[config.mk]
export PLATFORM = sky130hd
export DESIGN_NAME = exc_entry_ctrl
export DESIGN_NICKNAME = d
export VERILOG_FILES = /design/src/rtl/exc_pkg.sv /design/src/rtl/exc_cause_decode.sv /design/src/rtl/exc_vec_gen.sv /design/src/rtl/exc_csr_bank.sv /design/src/rtl/exc_irq_gate.sv /design/src/rtl/exc_entry_ctrl.sv
export SDC_FILE = /design/constraint.sdc
export NUM_CORES = 1
export LEC_CHECK = 0
export BUFFER_PORTS_ARGS = -buffer_cell sky130_fd_sc_hd__buf_4
export CAP_MARGIN = 20
export CELL_PAD_IN_SITES_DETAIL_PLACEMENT = 0
export CELL_PAD_IN_SITES_GLOBAL_PLACEMENT = 1
export CORE_MARGIN = 4
export CORE_UTILIZATION = 35
export DETAILED_ROUTE_END_ITERATION = 10
export GPL_ROUTABILITY_DRIVEN = 0
export PLACE_DENSITY_LB_ADDON = 0.1
export SKIP_LAST_GASP = 1
export SYNTH_ARGS = -nofsm -noshare
export SYNTH_HDL_FRONTEND = slang
export SYNTH_HIERARCHICAL = 1
export SYNTH_SLANG_ARGS = --single-unit
[constraint.sdc]
create_clock -name clk -period 4.5 [get_ports clk]
set_input_delay 0.9 -clock clk [delete_from_list [all_inputs] [get_ports clk]]
set_output_delay 0.9 -clock clk [all_outputs]
set_load 0.005 [all_outputs]
[src/rtl/exc_pkg.sv]
package exc_pkg;
   // Bit positions inside the enable register
   localparam int unsigned IE_GLOBAL = 0;
   localparam int unsigned IE_EXC_SV = 1;
   localparam int unsigned IE_BRK_SV = 2;
   localparam int unsigned IE_W      = 3;

   // Register write selector codes
   typedef enum logic [1:0] {
      WSEL_EBASE = 2'd0,
      WSEL_DBASE = 2'd1,
      WSEL_REMAP = 2'd2,
      WSEL_IE    = 2'd3
   } wsel_e;

   // Which link register receives the return address
   typedef enum logic {
      LINK_EA = 1'b0,
      LINK_BA = 1'b1
   } link_e;

   // Event that wins arbitration in a cycle
   typedef enum logic [1:0] {
      EV_NONE = 2'd0,
      EV_TAKE = 2'd1,
      EV_ERET = 2'd2,
      EV_BRET = 2'd3
   } event_e;
endpackage

[src/rtl/exc_cause_decode.sv]
module exc_cause_decode #(
   parameter int unsigned CAUSE_W   = 3,
   parameter logic [(1<<CAUSE_W)-1:0] SUPPORTED = 8'b1111_1110,
   parameter logic [(1<<CAUSE_W)-1:0] DBG_SET   = 8'b0000_1010
) (
   input  logic               take,
   input  logic [CAUSE_W-1:0] cause,
   output logic               accept,
   output logic               reject,
   output logic               is_dbg
);
   localparam int unsigned N_CAUSE = 1 << CAUSE_W;

   // Debug causes must be a subset of the supported causes
   if ((DBG_SET & ~SUPPORTED) != '0) begin : g_bad_mask
      $error("exc_cause_decode: debug set names an unsupported cause");
   end

   logic [N_CAUSE-1:0] hot;

   always_comb begin
      hot = '0;
      hot[cause] = 1'b1;
   end

   assign is_dbg = |(hot & DBG_SET);
   assign accept = take & (|(hot & SUPPORTED));
   assign reject = take & ~(|(hot & SUPPORTED));
endmodule

[src/rtl/exc_vec_gen.sv]
module exc_vec_gen #(
   parameter int unsigned XLEN      = 32,
   parameter int unsigned CAUSE_W   = 3,
   parameter int unsigned SLOT_SH   = 5,
   parameter int unsigned BASE_ZERO = 8,
   parameter bit          USE_ADDER = 1'b1
) (
   input  logic [XLEN-1:0]    base,
   input  logic [CAUSE_W-1:0] cause,
   output logic [XLEN-1:0]    vec
);
   localparam int unsigned OFS_W = CAUSE_W + SLOT_SH;

   if (OFS_W > XLEN) begin : g_bad_w
      $error("exc_vec_gen: vector offset wider than the address");
   end

   if (USE_ADDER) begin : g_add
      // General form: full-width add of the slot offset
      logic [XLEN-1:0] ofs;
      assign ofs = {{(XLEN-OFS_W){1'b0}}, cause, {SLOT_SH{1'b0}}};
      assign vec = base + ofs;
   end else begin : g_cat
      // Offset fits into the zeroed low base bits: a plain merge
      if (OFS_W > BASE_ZERO) begin : g_bad_cat
         $error("exc_vec_gen: merge mode needs offset within zero bits");
      end
      assign vec = {base[XLEN-1:OFS_W], cause, {SLOT_SH{1'b0}}};
   end
endmodule

[src/rtl/exc_csr_bank.sv]
module exc_csr_bank
   import exc_pkg::*;
#(
   parameter int unsigned XLEN      = 32,
   parameter int unsigned BASE_ZERO = 8
) (
   input  logic                clk,
   input  logic                rst_n,
   input  event_e              ev,
   input  logic                ev_dbg,
   input  logic                any_strobe,
   input  logic [XLEN-1:0]     pc,
   input  logic                wr_en,
   input  logic [1:0]          wr_sel,
   input  logic [XLEN-1:0]     wr_data,
   output logic [IE_W-1:0]     ie,
   output logic [XLEN-1:0]     ebase,
   output logic [XLEN-1:0]     dbase,
   output logic                remap,
   output logic [XLEN-1:0]     ea,
   output logic [XLEN-1:0]     ba
);
   localparam int unsigned HI_W = XLEN - BASE_ZERO;

   if (BASE_ZERO >= XLEN) begin : g_bad_zero
      $error("exc_csr_bank: base zero field covers the whole address");
   end

   logic [HI_W-1:0] ebase_hi_q, dbase_hi_q;
   logic            remap_q;
   logic [IE_W-1:0] ie_q;
   logic [XLEN-1:0] ea_q, ba_q;
   logic            sw_ok;

   // Software writes lose to any exception-related strobe
   assign sw_ok = wr_en & ~any_strobe;

   always_ff @(posedge clk) begin
      if (!rst_n) begin
         ebase_hi_q <= '0;
         dbase_hi_q <= '0;
         remap_q    <= 1'b0;
      end else if (sw_ok) begin
         unique case (wsel_e'(wr_sel))
            WSEL_EBASE: ebase_hi_q <= wr_data[XLEN-1:BASE_ZERO];
            WSEL_DBASE: dbase_hi_q <= wr_data[XLEN-1:BASE_ZERO];
            WSEL_REMAP: remap_q    <= wr_data[0];
            default:    ;
         endcase
      end
   end

   always_ff @(posedge clk) begin
      if (!rst_n) begin
         ie_q <= '0;
         ea_q <= '0;
         ba_q <= '0;
      end else begin
         unique case (ev)
            EV_TAKE: begin
               if (ev_dbg) begin
                  ba_q <= pc;
                  if (ie_q[IE_GLOBAL]) ie_q[IE_BRK_SV] <= 1'b1;
               end else begin
                  ea_q <= pc;
                  if (ie_q[IE_GLOBAL]) ie_q[IE_EXC_SV] <= 1'b1;
               end
               ie_q[IE_GLOBAL] <= 1'b0;
            end
            EV_ERET: ie_q[IE_GLOBAL] <= ie_q[IE_EXC_SV];
            EV_BRET: ie_q[IE_GLOBAL] <= ie_q[IE_BRK_SV];
            default: begin
               if (sw_ok && (wsel_e'(wr_sel) == WSEL_IE)) ie_q <= wr_data[IE_W-1:0];
            end
         endcase
      end
   end

   assign ie    = ie_q;
   assign ebase = {ebase_hi_q, {BASE_ZERO{1'b0}}};
   assign dbase = {dbase_hi_q, {BASE_ZERO{1'b0}}};
   assign remap = remap_q;
   assign ea    = ea_q;
   assign ba    = ba_q;
endmodule

[src/rtl/exc_irq_gate.sv]
module exc_irq_gate #(
   parameter int unsigned IRQ_W = 32
) (
   input  logic             gie,
   input  logic [IRQ_W-1:0] pend,
   input  logic [IRQ_W-1:0] mask,
   output logic             req
);
   if (IRQ_W < 1) begin : g_bad_irq
      $error("exc_irq_gate: need at least one interrupt line");
   end

   logic [IRQ_W-1:0] live;

   for (genvar i = 0; i < IRQ_W; i++) begin : g_line
      assign live[i] = pend[i] & mask[i];
   end

   assign req = gie & (|live);
endmodule

[src/rtl/exc_entry_ctrl.sv]
module exc_entry_ctrl
   import exc_pkg::*;
#(
   parameter int unsigned XLEN      = 32,
   parameter int unsigned CAUSE_W   = 3,
   parameter int unsigned SLOT_SH   = 5,
   parameter int unsigned BASE_ZERO = 8,
   parameter int unsigned IRQ_W     = 32,
   parameter bit          USE_ADDER = 1'b1,
   parameter logic [(1<<CAUSE_W)-1:0] SUPPORTED = 8'b1111_1110,
   parameter logic [(1<<CAUSE_W)-1:0] DBG_SET   = 8'b0000_1010
) (
   input  logic               clk,
   input  logic               rst_n,
   input  logic               take_i,
   input  logic [CAUSE_W-1:0] cause_i,
   input  logic [XLEN-1:0]    pc_i,
   input  logic               eret_i,
   input  logic               bret_i,
   input  logic [IRQ_W-1:0]   irq_pend_i,
   input  logic [IRQ_W-1:0]   irq_mask_i,
   input  logic               wr_en_i,
   input  logic [1:0]         wr_sel_i,
   input  logic [XLEN-1:0]    wr_data_i,
   output logic               redirect_o,
   output logic [XLEN-1:0]    next_pc_o,
   output logic               bad_cause_o,
   output logic               link_we_o,
   output logic               link_sel_o,
   output logic [XLEN-1:0]    link_data_o,
   output logic [IE_W-1:0]    ie_o,
   output logic [XLEN-1:0]    ebase_o,
   output logic [XLEN-1:0]    dbase_o,
   output logic               remap_o,
   output logic [XLEN-1:0]    ea_o,
   output logic [XLEN-1:0]    ba_o,
   output logic               irq_req_o
);
   if (CAUSE_W + SLOT_SH > BASE_ZERO) begin : g_bad_top
      $error("exc_entry_ctrl: vector slots overlap the base field");
   end

   logic            accept, reject, is_dbg, any_strobe;
   logic [XLEN-1:0] sel_base, vec;
   event_e          ev;

   exc_cause_decode #(
      .CAUSE_W(CAUSE_W), .SUPPORTED(SUPPORTED), .DBG_SET(DBG_SET)
   ) u_dec (
      .take(take_i), .cause(cause_i),
      .accept(accept), .reject(reject), .is_dbg(is_dbg)
   );

   // Arbitration: take (even if rejected) blocks returns
   always_comb begin
      if (accept)                ev = EV_TAKE;
      else if (take_i)           ev = EV_NONE;
      else if (eret_i)           ev = EV_ERET;
      else if (bret_i)           ev = EV_BRET;
      else                       ev = EV_NONE;
   end

   assign any_strobe = take_i | eret_i | bret_i;

   exc_csr_bank #(
      .XLEN(XLEN), .BASE_ZERO(BASE_ZERO)
   ) u_csr (
      .clk(clk), .rst_n(rst_n),
      .ev(ev), .ev_dbg(is_dbg), .any_strobe(any_strobe), .pc(pc_i),
      .wr_en(wr_en_i), .wr_sel(wr_sel_i), .wr_data(wr_data_i),
      .ie(ie_o), .ebase(ebase_o), .dbase(dbase_o), .remap(remap_o),
      .ea(ea_o), .ba(ba_o)
   );

   assign sel_base = remap_o ? dbase_o : ebase_o;

   exc_vec_gen #(
      .XLEN(XLEN), .CAUSE_W(CAUSE_W), .SLOT_SH(SLOT_SH),
      .BASE_ZERO(BASE_ZERO), .USE_ADDER(USE_ADDER)
   ) u_vec (
      .base(sel_base), .cause(cause_i), .vec(vec)
   );

   always_comb begin
      unique case (ev)
         EV_TAKE: next_pc_o = vec;
         EV_ERET: next_pc_o = ea_o;
         EV_BRET: next_pc_o = ba_o;
         default: next_pc_o = '0;
      endcase
   end

   assign redirect_o  = (ev != EV_NONE);
   assign bad_cause_o = reject;
   assign link_we_o   = accept;
   assign link_sel_o  = is_dbg ? LINK_BA : LINK_EA;
   assign link_data_o = pc_i;

   exc_irq_gate #(.IRQ_W(IRQ_W)) u_irq (
      .gie(ie_o[IE_GLOBAL]), .pend(irq_pend_i), .mask(irq_mask_i),
      .req(irq_req_o)
   );
endmodule

==> metrics.txt <==
Core Area=0.0189 mm^2; Worst setup SP type=flop; initial core utilization=36.0%; # port buffers=318; CTS buffer count=17; CP arrival=2690 ps; Row Count=50; reg2reg path depth=3; EDFF count, synth=0; r2r setup slk=3230 ps; XOR/XNOR share of the synthesized area=3.22%; Worst-Skew Late Latency=410 ps; Setup violations, final=0; WHS Path Cells=2; clk_skew=0.219 ps; post-route clock period utilization=79.7%; most used flip-flop cell after synthesis=dfxtp_1; final hold vios=0; Final nets=1214; Worst Tran Pin Value=1190 ps; Place WS=1030 ps; post-CTS setup buffers=0; total global routing overflow=0; slowest CP cell=dfxtp_1; Cell Pwr Density=307 mW/mm^2; asr flop ratio synth=0%; Worst R2R Start=u_csr/remap; Vias=6438; routed vias/inst=4.81; CP max stage delay=540 ps; Finished Cell Area=0.00960 mm^2; Yosys cell types=61; global-route usage over all layers=21.1%; final core occ=50.8%; Fin Setup TNS=0 ps; Total Power=2.95 mW; worst-path maximum fanout=26; post-cts gate resize count=0; Hold-fix buffers, CTS=0; WP data required=3600 ps; Worst Setup EP=next_pc_o[15]; share of cells above drive strength 1=40.7%; Final Max Tran Viols=0; H-tree Lvls=4; Yosys Warn Count=6; cell count after synthesis=810; worst r2r dst=u_csr/remap; number of global-route vias before repair=6299; Post-DRT Antenna Nets=0; Root Buffer=clkbuf_16; Hold Crit Class=flop to flop; Setup crit end kind=output port; Avg Inst Size Synth=8.39 um^2; P_leak=4.20 nW; mux cell area share after synthesis=5.74%; first-pass GRT wire length=36.1 mm; post-synthesis compound-gate area fraction=21.3%; RSZ-0062 raised after global routing=no; IO Pins=340; Fmax=279 MHz; Die Width=147 um; DP Area=0.00897 mm^2; routed wire length=23.9 mm; clk slew on worst S/H paths=50 ps; Synth area leaders=dfxtp_1 34%, nand2_1 13%, a21boi_0 9.5%, buf_4 5.9%, mux2_2 5.0%; antenna cells=0; Area Growth Syn to Fin=41.2%; Max Cap Viol=0; CTS sink cnt=116; largest family of logic cells by synthesized area=simple AND/OR/NAND/NOR gates; Final min period=3590 ps; synthesized area=0.00680 mm^2; CP Class=flop to output port; WP buf/inv=2; slew margin rel.=20.6%; initial antenna violation count=0; HPWL after detailed placement=17.4 mm; delay-heaviest family, CP=buffers and inverters; Seq/Total Area, Yosys=34.2%; dominant cell type by area after synthesis=dfxtp_1; clk buf depth=2; Yosys reg bits=116; Worst Setup SP=u_csr/remap; CP dominant cell by count=buf_4; Worst VDD drop=248 uV; Final WS setup=912 ps; pin count of the biggest net entering global routing=117; adder-cell share of the synthesized area=1.77%; DR iter-0 viols=315; Worst path depth=6; Die Y=147 um; Die Footprint=0.0217 mm^2; top cell type's share of synthesized area=34.2%; Post-route DRC=0; CTS tree=yes; status=finished clean; wire per inst=17.9 um; DRT Pass-1 Iters=4; post-synthesis simple-gate area fraction=23.2%; crit path cell chain=buf_4, mux2_2, xor2_1, and2_1, a221o_2, buf_4
## cell families (layout without fill, tap and decap cells)
family	count (synthesis)	count (layout)
XOR/XNOR	25	25
AO/OA/AOI/OAI	177	177
flip-flops	116	116
AND/OR/NAND/NOR	332	332
adder cells (fa/ha/maj)	9	9
other	1	16
buffers and inverters	115	369
multiplexers	35	35
## registers in the layout, summed over array words and instances, names as in the netlist
register / flops
u_csr/ba: 32
u_csr/ea: 32
u_csr/dbase_hi_q: 24
u_csr/ebase_hi_q: 24
u_csr/ie: 3
u_csr/remap: 1
## metal layers
layer,up-vias,global-route usage [%],wire (um)
met1,3000,25.7,10100
met2,191,37.3,12100
met4,0,4.80,268
li1,3229,-,-
met5,-,0,0
met3,18,5.86,1400
## cell usage in the layout (no fill, tap or decap), types with 2 or more instances in the layout
cell type,instances
a21boi_0,86
a21boi_1,26
a21o_1,2
a21oi_1,2
a221o_1,4
a221o_2,28
a22oi_1,16
and2_1,35
and3_1,2
and4_1,2
buf_4,329
bufinv_16,4
clkbuf_16,17
clkinv_4,4
clkinvlp_4,2
conb_1,16
dfxtp_1,116
ha_1,8
inv_1,8
inv_6,3
mux2_1,2
mux2_2,30
mux2i_1,3
nand2_1,233
nand2b_1,2
nand3_1,5
nand4_1,9
nor2_1,8
nor2b_1,3
nor3_1,7
nor4_1,2
nor4_2,2
nor4b_2,2
o2111ai_1,2
o21ai_0,4
xnor2_1,13
xor2_1,12
## layout make-up
class,instances,area [um^2]
Sequential cell,116,2320
Clock inverter,14,201
Inverter,8,30.0
Tap cell,260,325
Clock buffer,18,429
Multi-Input combinational cell,594,3820
Timing Repair Buffer,329,2470
Fill cell,1920,9290
## through the flow
step	hold slack [ps]	std cells
after floorplan	452	825
after global placement	459	1307
after detailed placement	462	1307
after CTS	469	1339
after global routing	489	1339
final	468	1339
## synth_stat cells, drive strengths merged, types with 2 or more instances
library cell  count
or3               3
nor2              8
a21o              2
o21ai             4
xor2             12
nor4              4
a21oi             2
and3              3
buf              82
a21boi          112
nor4b             3
and4              3
xnor2            13
nand2           234
ha                8
inv               8
mux2             32
nor3              8
clkbuf           25
a22oi            17
nand2b            3
mux2i             3
nor2b             4
nand4            10
nand3             7
o2111ai           2
and2             35
a221o            32
dfxtp           116
nor3b             3
## tightest hold or removal path, stage by stage, from the launching register on
cell and delay [ps]:
dfxtp_1 320, nand2_1 50, a21boi_1 50
## power breakdown
| group | leakage (nW) | total, mW | switching, mW | internal, mW |
|---|---|---|---|---|
| registers | 0.941 | 1.09 | 0.0270 | 1.06 |
| clock network | 0.301 | 1.45 | 0.519 | 0.934 |
| logic | 2.96 | 0.412 | 0.190 | 0.222 |
## how the worst min path moves through the flow
stage | startpoint | slack, ps | end
floorplan | u_csr/ie[2] | 450 | u_csr/ie[2]
global placement | u_csr/dbase_hi_q[11] | 460 | u_csr/dbase_hi_q[11]
detailed placement | u_csr/dbase_hi_q[23] | 460 | u_csr/dbase_hi_q[23]
CTS | u_csr/dbase_hi_q[23] | 470 | u_csr/dbase_hi_q[23]
global route | u_csr/ebase_hi_q[22] | 490 | u_csr/ebase_hi_q[22]
finish | u_csr/dbase_hi_q[23] | 470 | u_csr/dbase_hi_q[23]
Note: power is estimated with default switching activity, not from simulation.
